`src/rtl/sbs_pkg.sv`:
```
package sbs_pkg;
  // Low two address bits for a given burst beat.
  function automatic logic [1:0] burst_lo(input logic [1:0] first,
                                          input logic [1:0] beat,
                                          input logic       ilv);
    return ilv ? (first ^ beat) : (first + beat);
  endfunction
endpackage

```
`src/rtl/sbs_ctrl.sv`:
```
module sbs_ctrl #(
  parameter int ADDR_W = 8,
  parameter int BYTES  = 2
) (
  input  logic              clk,
  input  logic              rst_n,
  input  logic              sleep,
  input  logic [ADDR_W-1:0] addr,
  input  logic              ce1_n,
  input  logic              ce2,
  input  logic              ce3_n,
  input  logic              strb_cpu_n,
  input  logic              strb_ctl_n,
  input  logic              adv_n,
  input  logic              gwe_n,
  input  logic              bwe_n,
  input  logic [BYTES-1:0]  be_n,
  input  logic              burst_ilv,
  output logic [ADDR_W-1:0] cur_addr,
  output logic              active,
  output logic              rd_cyc,
  output logic              wr_fire,
  output logic [ADDR_W-1:0] wr_addr,
  output logic [BYTES-1:0]  wr_mask,
  output logic              start_evt,
  output logic              desel_evt,
  output logic              adv_evt
);
  import sbs_pkg::*;

  logic [ADDR_W-1:2] hi_q;
  logic [1:0]        first_q, beat_q, beat_nxt;
  logic              active_q, rd_q;
  logic              awake, strobe, sel, cont_evt, wr_req;

  assign awake     = !sleep;
  assign strobe    = !strb_cpu_n || !strb_ctl_n;
  assign sel       = !ce1_n && ce2 && !ce3_n;
  assign start_evt = awake && strobe && sel;
  assign desel_evt = awake && strobe && !sel;
  assign cont_evt  = awake && !strobe && active_q;
  assign adv_evt   = cont_evt && !adv_n;
  assign beat_nxt  = adv_evt ? beat_q + 2'd1 : beat_q;

  // Global write overrides the byte-write path.
  always_comb begin
    if (!gwe_n)      wr_mask = '1;
    else if (!bwe_n) wr_mask = ~be_n;
    else             wr_mask = '0;
  end
  assign wr_req  = |wr_mask;
  assign wr_fire = (start_evt && strb_cpu_n && wr_req) || (cont_evt && wr_req);

  assign cur_addr = {hi_q, burst_lo(first_q, beat_q, burst_ilv)};
  assign wr_addr  = start_evt ? addr : {hi_q, burst_lo(first_q, beat_nxt, burst_ilv)};
  assign active   = active_q;
  assign rd_cyc   = rd_q;

  always_ff @(posedge clk or negedge rst_n) begin
    if (!rst_n) begin
      hi_q     <= '0;
      first_q  <= '0;
      beat_q   <= '0;
      active_q <= 1'b0;
      rd_q     <= 1'b0;
    end else if (start_evt) begin
      hi_q     <= addr[ADDR_W-1:2];
      first_q  <= addr[1:0];
      beat_q   <= '0;
      active_q <= 1'b1;
      rd_q     <= !wr_fire;
    end else if (desel_evt) begin
      active_q <= 1'b0;
      rd_q     <= 1'b0;
    end else if (cont_evt) begin
      beat_q   <= beat_nxt;
      rd_q     <= !wr_fire;
    end
  end
endmodule

```
`src/rtl/sbs_array.sv`:
```
module sbs_array #(
  parameter int ADDR_W = 8,
  parameter int BYTES  = 2,
  parameter int BYTE_W = 8
) (
  input  logic                    clk,
  input  logic                    we,
  input  logic [BYTES-1:0]        mask,
  input  logic [ADDR_W-1:0]       waddr,
  input  logic [BYTES*BYTE_W-1:0] wdata,
  input  logic [ADDR_W-1:0]       raddr,
  output logic [BYTES*BYTE_W-1:0] rdata
);
  localparam int DEPTH = 1 << ADDR_W;

  for (genvar g = 0; g < BYTES; g++) begin : g_lane
    logic [BYTE_W-1:0] cells [DEPTH];
    always_ff @(posedge clk) begin
      if (we && mask[g]) cells[waddr] <= wdata[g*BYTE_W +: BYTE_W];
    end
    assign rdata[g*BYTE_W +: BYTE_W] = cells[raddr];
  end
endmodule

```
`src/rtl/sync_burst_sram.sv`:
```
module sync_burst_sram #(
  parameter int ADDR_W = 8,
  parameter int BYTES  = 2,
  parameter int BYTE_W = 8
) (
  input  logic                    clk,
  input  logic                    rst_n,
  input  logic [ADDR_W-1:0]       addr,
  input  logic [BYTES*BYTE_W-1:0] din,
  input  logic                    ce1_n,
  input  logic                    ce2,
  input  logic                    ce3_n,
  input  logic                    strb_cpu_n,
  input  logic                    strb_ctl_n,
  input  logic                    adv_n,
  input  logic                    gwe_n,
  input  logic                    bwe_n,
  input  logic [BYTES-1:0]        be_n,
  input  logic                    oe_n,
  input  logic                    sleep,
  input  logic                    burst_ilv,
  output logic [BYTES*BYTE_W-1:0] dout,
  output logic                    dout_oe
);
  localparam int DATA_W = BYTES * BYTE_W;

  logic [ADDR_W-1:0] cur_addr, wr_addr;
  logic [BYTES-1:0]  wr_mask;
  logic [DATA_W-1:0] rdata;
  logic              active, rd_cyc, wr_fire, start_evt, desel_evt, adv_evt;

  sbs_ctrl #(.ADDR_W(ADDR_W), .BYTES(BYTES)) u_ctrl (
    .clk(clk), .rst_n(rst_n), .sleep(sleep), .addr(addr),
    .ce1_n(ce1_n), .ce2(ce2), .ce3_n(ce3_n),
    .strb_cpu_n(strb_cpu_n), .strb_ctl_n(strb_ctl_n), .adv_n(adv_n),
    .gwe_n(gwe_n), .bwe_n(bwe_n), .be_n(be_n), .burst_ilv(burst_ilv),
    .cur_addr(cur_addr), .active(active), .rd_cyc(rd_cyc),
    .wr_fire(wr_fire), .wr_addr(wr_addr), .wr_mask(wr_mask),
    .start_evt(start_evt), .desel_evt(desel_evt), .adv_evt(adv_evt)
  );

  sbs_array #(.ADDR_W(ADDR_W), .BYTES(BYTES), .BYTE_W(BYTE_W)) u_array (
    .clk(clk), .we(wr_fire), .mask(wr_mask), .waddr(wr_addr),
    .wdata(din), .raddr(cur_addr), .rdata(rdata)
  );

  // Asynchronous output gating: output enable and sleep need no clock.
  assign dout_oe = active && rd_cyc && !oe_n && !sleep;
  assign dout    = dout_oe ? rdata : '0;
endmodule

```
`config.mk`:
```
export PLATFORM = sky130hd
export DESIGN_NAME = sync_burst_sram
export DESIGN_NICKNAME = d
export VERILOG_FILES = /design/src/rtl/sbs_pkg.sv /design/src/rtl/sbs_ctrl.sv /design/src/rtl/sbs_array.sv /design/src/rtl/sync_burst_sram.sv
export SDC_FILE = /design/constraint.sdc
export NUM_CORES = 2
export LEC_CHECK = 0
export BUFFER_PORTS_ARGS = -buffer_cell sky130_fd_sc_hd__buf_2
export CAP_MARGIN = 20
export CELL_PAD_IN_SITES_DETAIL_PLACEMENT = 0
export CELL_PAD_IN_SITES_GLOBAL_PLACEMENT = 1
export CORE_MARGIN = 8
export CORE_UTILIZATION = 35
export CTS_CLUSTER_DIAMETER = 50
export DETAILED_ROUTE_END_ITERATION = 12
export PLACE_DENSITY_LB_ADDON = 0.1
export SLEW_MARGIN = 20
export SYNTH_ARGS = -nofsm -noshare
export SYNTH_HDL_FRONTEND = slang
export SYNTH_SLANG_ARGS = --single-unit
```
`constraint.sdc`:
```
create_clock -name clk -period 9.5 [get_ports clk]
set_input_delay 1.9 -clock clk [delete_from_list [all_inputs] [get_ports clk]]
set_output_delay 1.9 -clock clk [all_outputs]
set_load 0.05 [all_outputs]
```
# Yosys cells after proc, flatten, opt, wreduce, memory -nomap -nowiden
# Memories as Yosys holds them, arrays and structs flattened.
# Cells that the tools add are included.
# Widths: inputs -> output; s select.
dict set report totals {
  register_bits 12
  mem_bits_ro 0
  word_cells 66
  ram_bits 4096
  mem_count 2
  out_inout_bits 17
  latchBits 0
}
dict set report classes {
  n_mul 0
  n_eq_ne 1
  mux 19
  n_addsub 3
  n_bitwise 3
  div 0
  n_reduce_logical 33
  shifts 0
  magnitude_cmp 0
}
# memory depth word_bits rd rd_ports_with_merged_regs write_ports line
set mem_list {}
lappend mem_list {{u_array.g_lane[0].cells} 256 8 1 0 1 sbs_array.sv:17} ;# logic [BYTE_W-1:0] cells [DEPTH];
lappend mem_list {{u_array.g_lane[1].cells} 256 8 1 0 1 sbs_array.sv:17}
# op count
set ops {}
lappend ops {{$logic_and 1x1->1} 16}
lappend ops {{$mux 16} 1}
lappend ops {{$mux 2} 8}
lappend ops {{$logic_not 1->1} 10}
lappend ops {{$mux 1} 9}
lappend ops {{$mux 8} 1}
lappend ops {{$add 2x2->2} 2}
lappend ops {{$reduce_bool 2->1} 2}
lappend ops {{$xor 2x2->2} 2}
lappend ops {{$reduce_bool 3->1} 1}
lappend ops {{$add 2x1->2 const B} 1}
lappend ops {{$logic_or 1x1->1} 2}
lappend ops {{$ne 2x1->1 const B} 1}
lappend ops {{$not 2->2} 1}
lappend ops {{$reduce_and 2->1} 1}
lappend ops {{$reduce_or 2->1} 1}

# Depth between registers and ports, before layout
dict set report depth {
  depth_word 11
  mapped_depth 16
  depth_no_buf 11
}

# By module
# From an unflattened synthesis, not the netlist that was laid out.
dict set report hier_totals {
  cells_unflattened 7801
  hier_area_um2 160944.4
}
# mod cells_each area_per_inst_um2 n_inst
set by_module_without_submodules {}
lappend by_module_without_submodules {sbs_array 7709 160132.3 1}
lappend by_module_without_submodules {sbs_ctrl 74 664.4 1}
lappend by_module_without_submodules {sync_burst_sram 18 147.6 1}

# Least setup slack after synthesis
# No wires, ideal clock.
dict set report synth_timing {
  path_kind {input-to-output}
  start {in sleep}
  end {out dout[9]}
  required_ps 7600
  slack_ps 1778
  t_arrival_ps 5822
  cell_stages 9
  path_buffers 1
  path_cell_list {nor4bb_1 > and2_1 > clkbuf_1 > nand2_1 > a31oi_1 > o31ai_1 > nor3_1 > a31oi_1 > o21ai_0}
}
dict set report synth_via {
  elab_chain_cells 3
}
# item line
set synth_lines {}
lappend synth_lines {{from (decl)} sync_burst_sram.sv:20} ;# input logic sleep,
lappend synth_lines {{$logic_not 1->1} sync_burst_sram.sv:48} ;# assign dout_oe = active && rd_cyc && !oe_n && !sleep;
lappend synth_lines {{$logic_and 1x1->1} sync_burst_sram.sv:48}
lappend synth_lines {{$mux 16} sync_burst_sram.sv:49} ;# assign dout = dout_oe ? rdata : '0;
lappend synth_lines {{to (decl)} sync_burst_sram.sv:22} ;# output logic [BYTES*BYTE_W-1:0] dout,
# Every way passes these cells.

# Final worst setup path
dict set report layout_timing {
  start {in burst_ilv}
  end {out dout[3]}
}
dict set report layout_via {
  elab_chain_cells 3
}
# item line
set layout_lines {}
lappend layout_lines {{from (decl)} sync_burst_sram.sv:21} ;# input logic burst_ilv,
lappend layout_lines {{$mux 2} sbs_pkg.sv:6} ;# return ilv ? (first ^ beat) : (first + beat);
lappend layout_lines {{$mem_v2 256x8} -}
lappend layout_lines {{$mux 16} sync_burst_sram.sv:49}
# Every way passes these cells.

==> flow_metrics.env <==
export IMPL_run_status="completed"
export IMPL_antenna_left=0
export IMPL_crit_fanout=50
export IMPL_reg2regPathDepth=7
export IMPL_critPathCaptureType="primary output"
export IMPL_async_reset_ff_frac=0.00292
export IMPL_power_density_nw_per_um2=273
export IMPL_synth_nets=10100
export IMPL_clockBufferDepth=4
export IMPL_timing_worst_slew_pin_value_ps=1370
export IMPL_yosysUniqueCellTypes=71
export IMPL_synth_warning_count=0
export IMPL_required_ps=7600
export IMPL_tritoncts="yes"
export IMPL_static_leakage_power_nw=60.4
export IMPL_netlist_top_cells_count="edfxtp_1, nand2_1, nor2_1, mux2i_1, mux4_2"
export IMPL_number_of_global_route_vias_before_repair=95600
export IMPL_cts_reportedPaths_clkPinSlew_ps=50
export IMPL_floorplan_die_area_um2=486000
export IMPL_fin_ws_ps=258
export IMPL_postCtsSetupBuffers=0
export IMPL_nFillCells=42000
export IMPL_synth_area_um2=163000
export IMPL_number_of_design_rule_violations_left_after_detail_routing=0
export IMPL_hp_class="reg2reg"
export IMPL_place_ws_ps=130
export IMPL_worstSetupStartpoint="burst_ilv"
export IMPL_slew_viol_final=0
export IMPL_routed_via_density=5.72
export IMPL_timing_rr_start="u_ctrl.hi_q[4]"
export IMPL_count_of_boundary_i_o_pins=56
export IMPL_initial_core_utilization=0.351
export IMPL_layout_nets=10400
export IMPL_detailedPlacementHpwl_um=369000
export IMPL_numCtsBuffers=537
export IMPL_critPathCapture="dout[3]"
export IMPL_placement_rows=250
export IMPL_antenna_found_initial=60
export IMPL_fmax_mhz=108
export IMPL_cts_hold_fix_buffers=0
export IMPL_avgRoutedWirePerCell_um=36.0
export IMPL_clock_root_buffer="clkbuf_16"
export IMPL_crit_slowest_cell="o311ai_1"
export IMPL_vias=96900
export IMPL_post_route_cells_drive_above_1_share=0.165
export IMPL_seq_area_frac_synth=0.759
export IMPL_path_class="in2out"
export IMPL_layout_min_cycle_time_ps=9240
export IMPL_place_congestion=0.813
export IMPL_setup_viol=0
export IMPL_yosys_cell_count_top_type="edfxtp_1"
export IMPL_start_kind="input port"
export IMPL_ys_seq_elements=4108
export IMPL_synthDominantCellAreaShare=0.757
export IMPL_post_route_period_util=0.973
export IMPL_cts_resized=0
export IMPL_synth_enable_flop_cells=4096
export IMPL_core_area_um2=463000
export IMPL_globalRouteTotalUtil=0.242
export IMPL_die_y_um=697
export IMPL_total_negative_slack_for_setup_checks_ps=0
export IMPL_port_buffer_count=55
export IMPL_reported_max_cap_violation_count=0
export IMPL_vdd_drop_max_v=0.000218
export IMPL_clk_latency_ps=1060
export IMPL_worstPathArrival_ps=7340
export IMPL_drt_pre_antenna_iters=6
export IMPL_synth_avg_cell_area_um2=16.2
export IMPL_first_pass_grt_wire_length_um=828000
export IMPL_setup_reg_to_reg_worst_slack_ps=3810
export IMPL_yosysTopAreaCell="edfxtp_1"
export IMPL_clkSinkCount=4108
export IMPL_rsz_0062_raised_after_global_routing="false"
export IMPL_cts_max_level=6
export IMPL_maxSlewHeadroom=0.0870
export IMPL_grt_ovfl_total=0
export IMPL_finClkSkew_ps=58.6
export IMPL_critPathMaxStageDelay_ps=900
export IMPL_postSynth_topFlopCell="edfxtp_1"
export IMPL_hold_violations=0
export IMPL_cp_cell_sequence="buf_2 > nor2b_4 > xnor2_4 > buf_12 > buf_12 > buf_4 > buf_4 > mux2i_1 > o21ai_0 > o31ai_1 > nor3_1 > o311ai_1 > o21ai_1 > buf_4 > buf_12"
export IMPL_synth_area_top_cells="edfxtp_1, mux4_2, nand2_1"
export IMPL_synthCells=10000
export IMPL_flow_area_growth_from_synthesis_pct=16.5
export IMPL_reg2reg_to="u_array.g_lane[0].cells[167][2]"
export IMPL_grt_start_max_net_pins=169
export IMPL_routed_wire_length_um=609000
export IMPL_drt_iter0_drc=11300
export IMPL_fp_dieW_um=697
power by group:
group | switching [mW] | internal (mW) | leakage [nW] | total (mW)
Combinational | 8.13 | 3.31 | 15.0 | 11.4
Sequential | 0.0743 | 20.0 | 36.9 | 20.0
Clock | 8.00 | 12.2 | 8.46 | 20.2
cells by family (layout without fill, tap and decap cells):
group                    count (synthesis)  in the layout  synth area share
AO/OA/AOI/OAI                         1280           1280            0.0517
XOR/XNOR                                 8              8          0.000593
adder cells (fa/ha/maj)                  2              2          0.000154
buffers and inverters                  697           1396            0.0191
flip-flops                            4108           4108             0.759
multiplexers                           959            959            0.0935
other                                    0             24                 0
AND/OR/NAND/NOR                       2986           2986            0.0762
cell usage in the layout (no fill, tap or decap), drive strengths merged, types with 37 or more instances in the layout:
| cell type | n |
|---|---|
| inv | 51 |
| nand2 | 1687 |
| mux2i | 499 |
| nand3 | 284 |
| a31oi | 148 |
| clkinvlp | 37 |
| bufinv | 51 |
| a221oi | 41 |
| clkinv | 178 |
| nor3 | 164 |
| o221ai | 52 |
| a32oi | 82 |
| mux4 | 446 |
| edfxtp | 4096 |
| o22ai | 149 |
| nor4 | 140 |
| o21ai | 131 |
| nand4 | 37 |
| a21oi | 399 |
| clkbuf | 660 |
| buf | 418 |
| nor2 | 612 |
registers in the layout (all words and copies together), names as in the netlist:
name and flops:
u_array.g_lane.cells 4096, u_ctrl.active 1, u_ctrl.beat_q 2, u_ctrl.first_q 2, u_ctrl.hi_q 6, u_ctrl.rd_cyc 1
metrics by stage:
stage                     total power [mW]  cells   util  instance area [um2]  hold slack, ps
after detailed placement              31.9  16000  0.371               172000             503
after global placement                31.9  15900  0.371               172000             498
after CTS                             52.0  16900  0.409               189000             517
after global routing                  53.0  16900  0.409               189000             598
after floorplan                       26.1  10000      -               163000             461
final                                 51.6  16900  0.409               189000             513
routing by layer:
layer,wire (um),vias up,global-route usage
li1,-,40000,-
met1,263000,51900,0.340
met2,284000,4136,0.387
met3,43300,848,0.0416
met4,19200,6,0.0720
met5,40,-,0
final cells by class:
cell class	count	area (um2)	area share
Tap cell	6174	7720	0.0408
Clock inverter	303	3230	0.0171
Multi-Input combinational cell	5235	36600	0.193
Inverter	14	70.1	0.000370
Timing Repair Buffer	422	4080	0.0215
Sequential cell	4108	123000	0.651
Antenna cell	24	60.1	0.000317
Clock buffer	657	14300	0.0756
worst min-delay path by stage:
stage / start / to / cells past startpoint
after floorplan: u_ctrl.rd_cyc / u_ctrl.rd_cyc / 2
after global placement: u_ctrl.rd_cyc / u_ctrl.rd_cyc / 2
after detailed placement: u_ctrl.rd_cyc / u_ctrl.rd_cyc / 2
after CTS: u_ctrl.rd_cyc / u_ctrl.rd_cyc / 2
after global routing: u_ctrl.rd_cyc / u_ctrl.rd_cyc / 2
final: u_ctrl.rd_cyc / u_ctrl.rd_cyc / 2
critical path, delay by kind of cell:
family                    cells  cell delay (ps)
muxes                         1              190
buffers and inverters         7             1970
AOI/OAI and AO/OA             4             2400
xor gates and xnor gates      1              500
and+or+nand+nor               2              230
No activity file was read; power rests on OpenSTA's default activity.
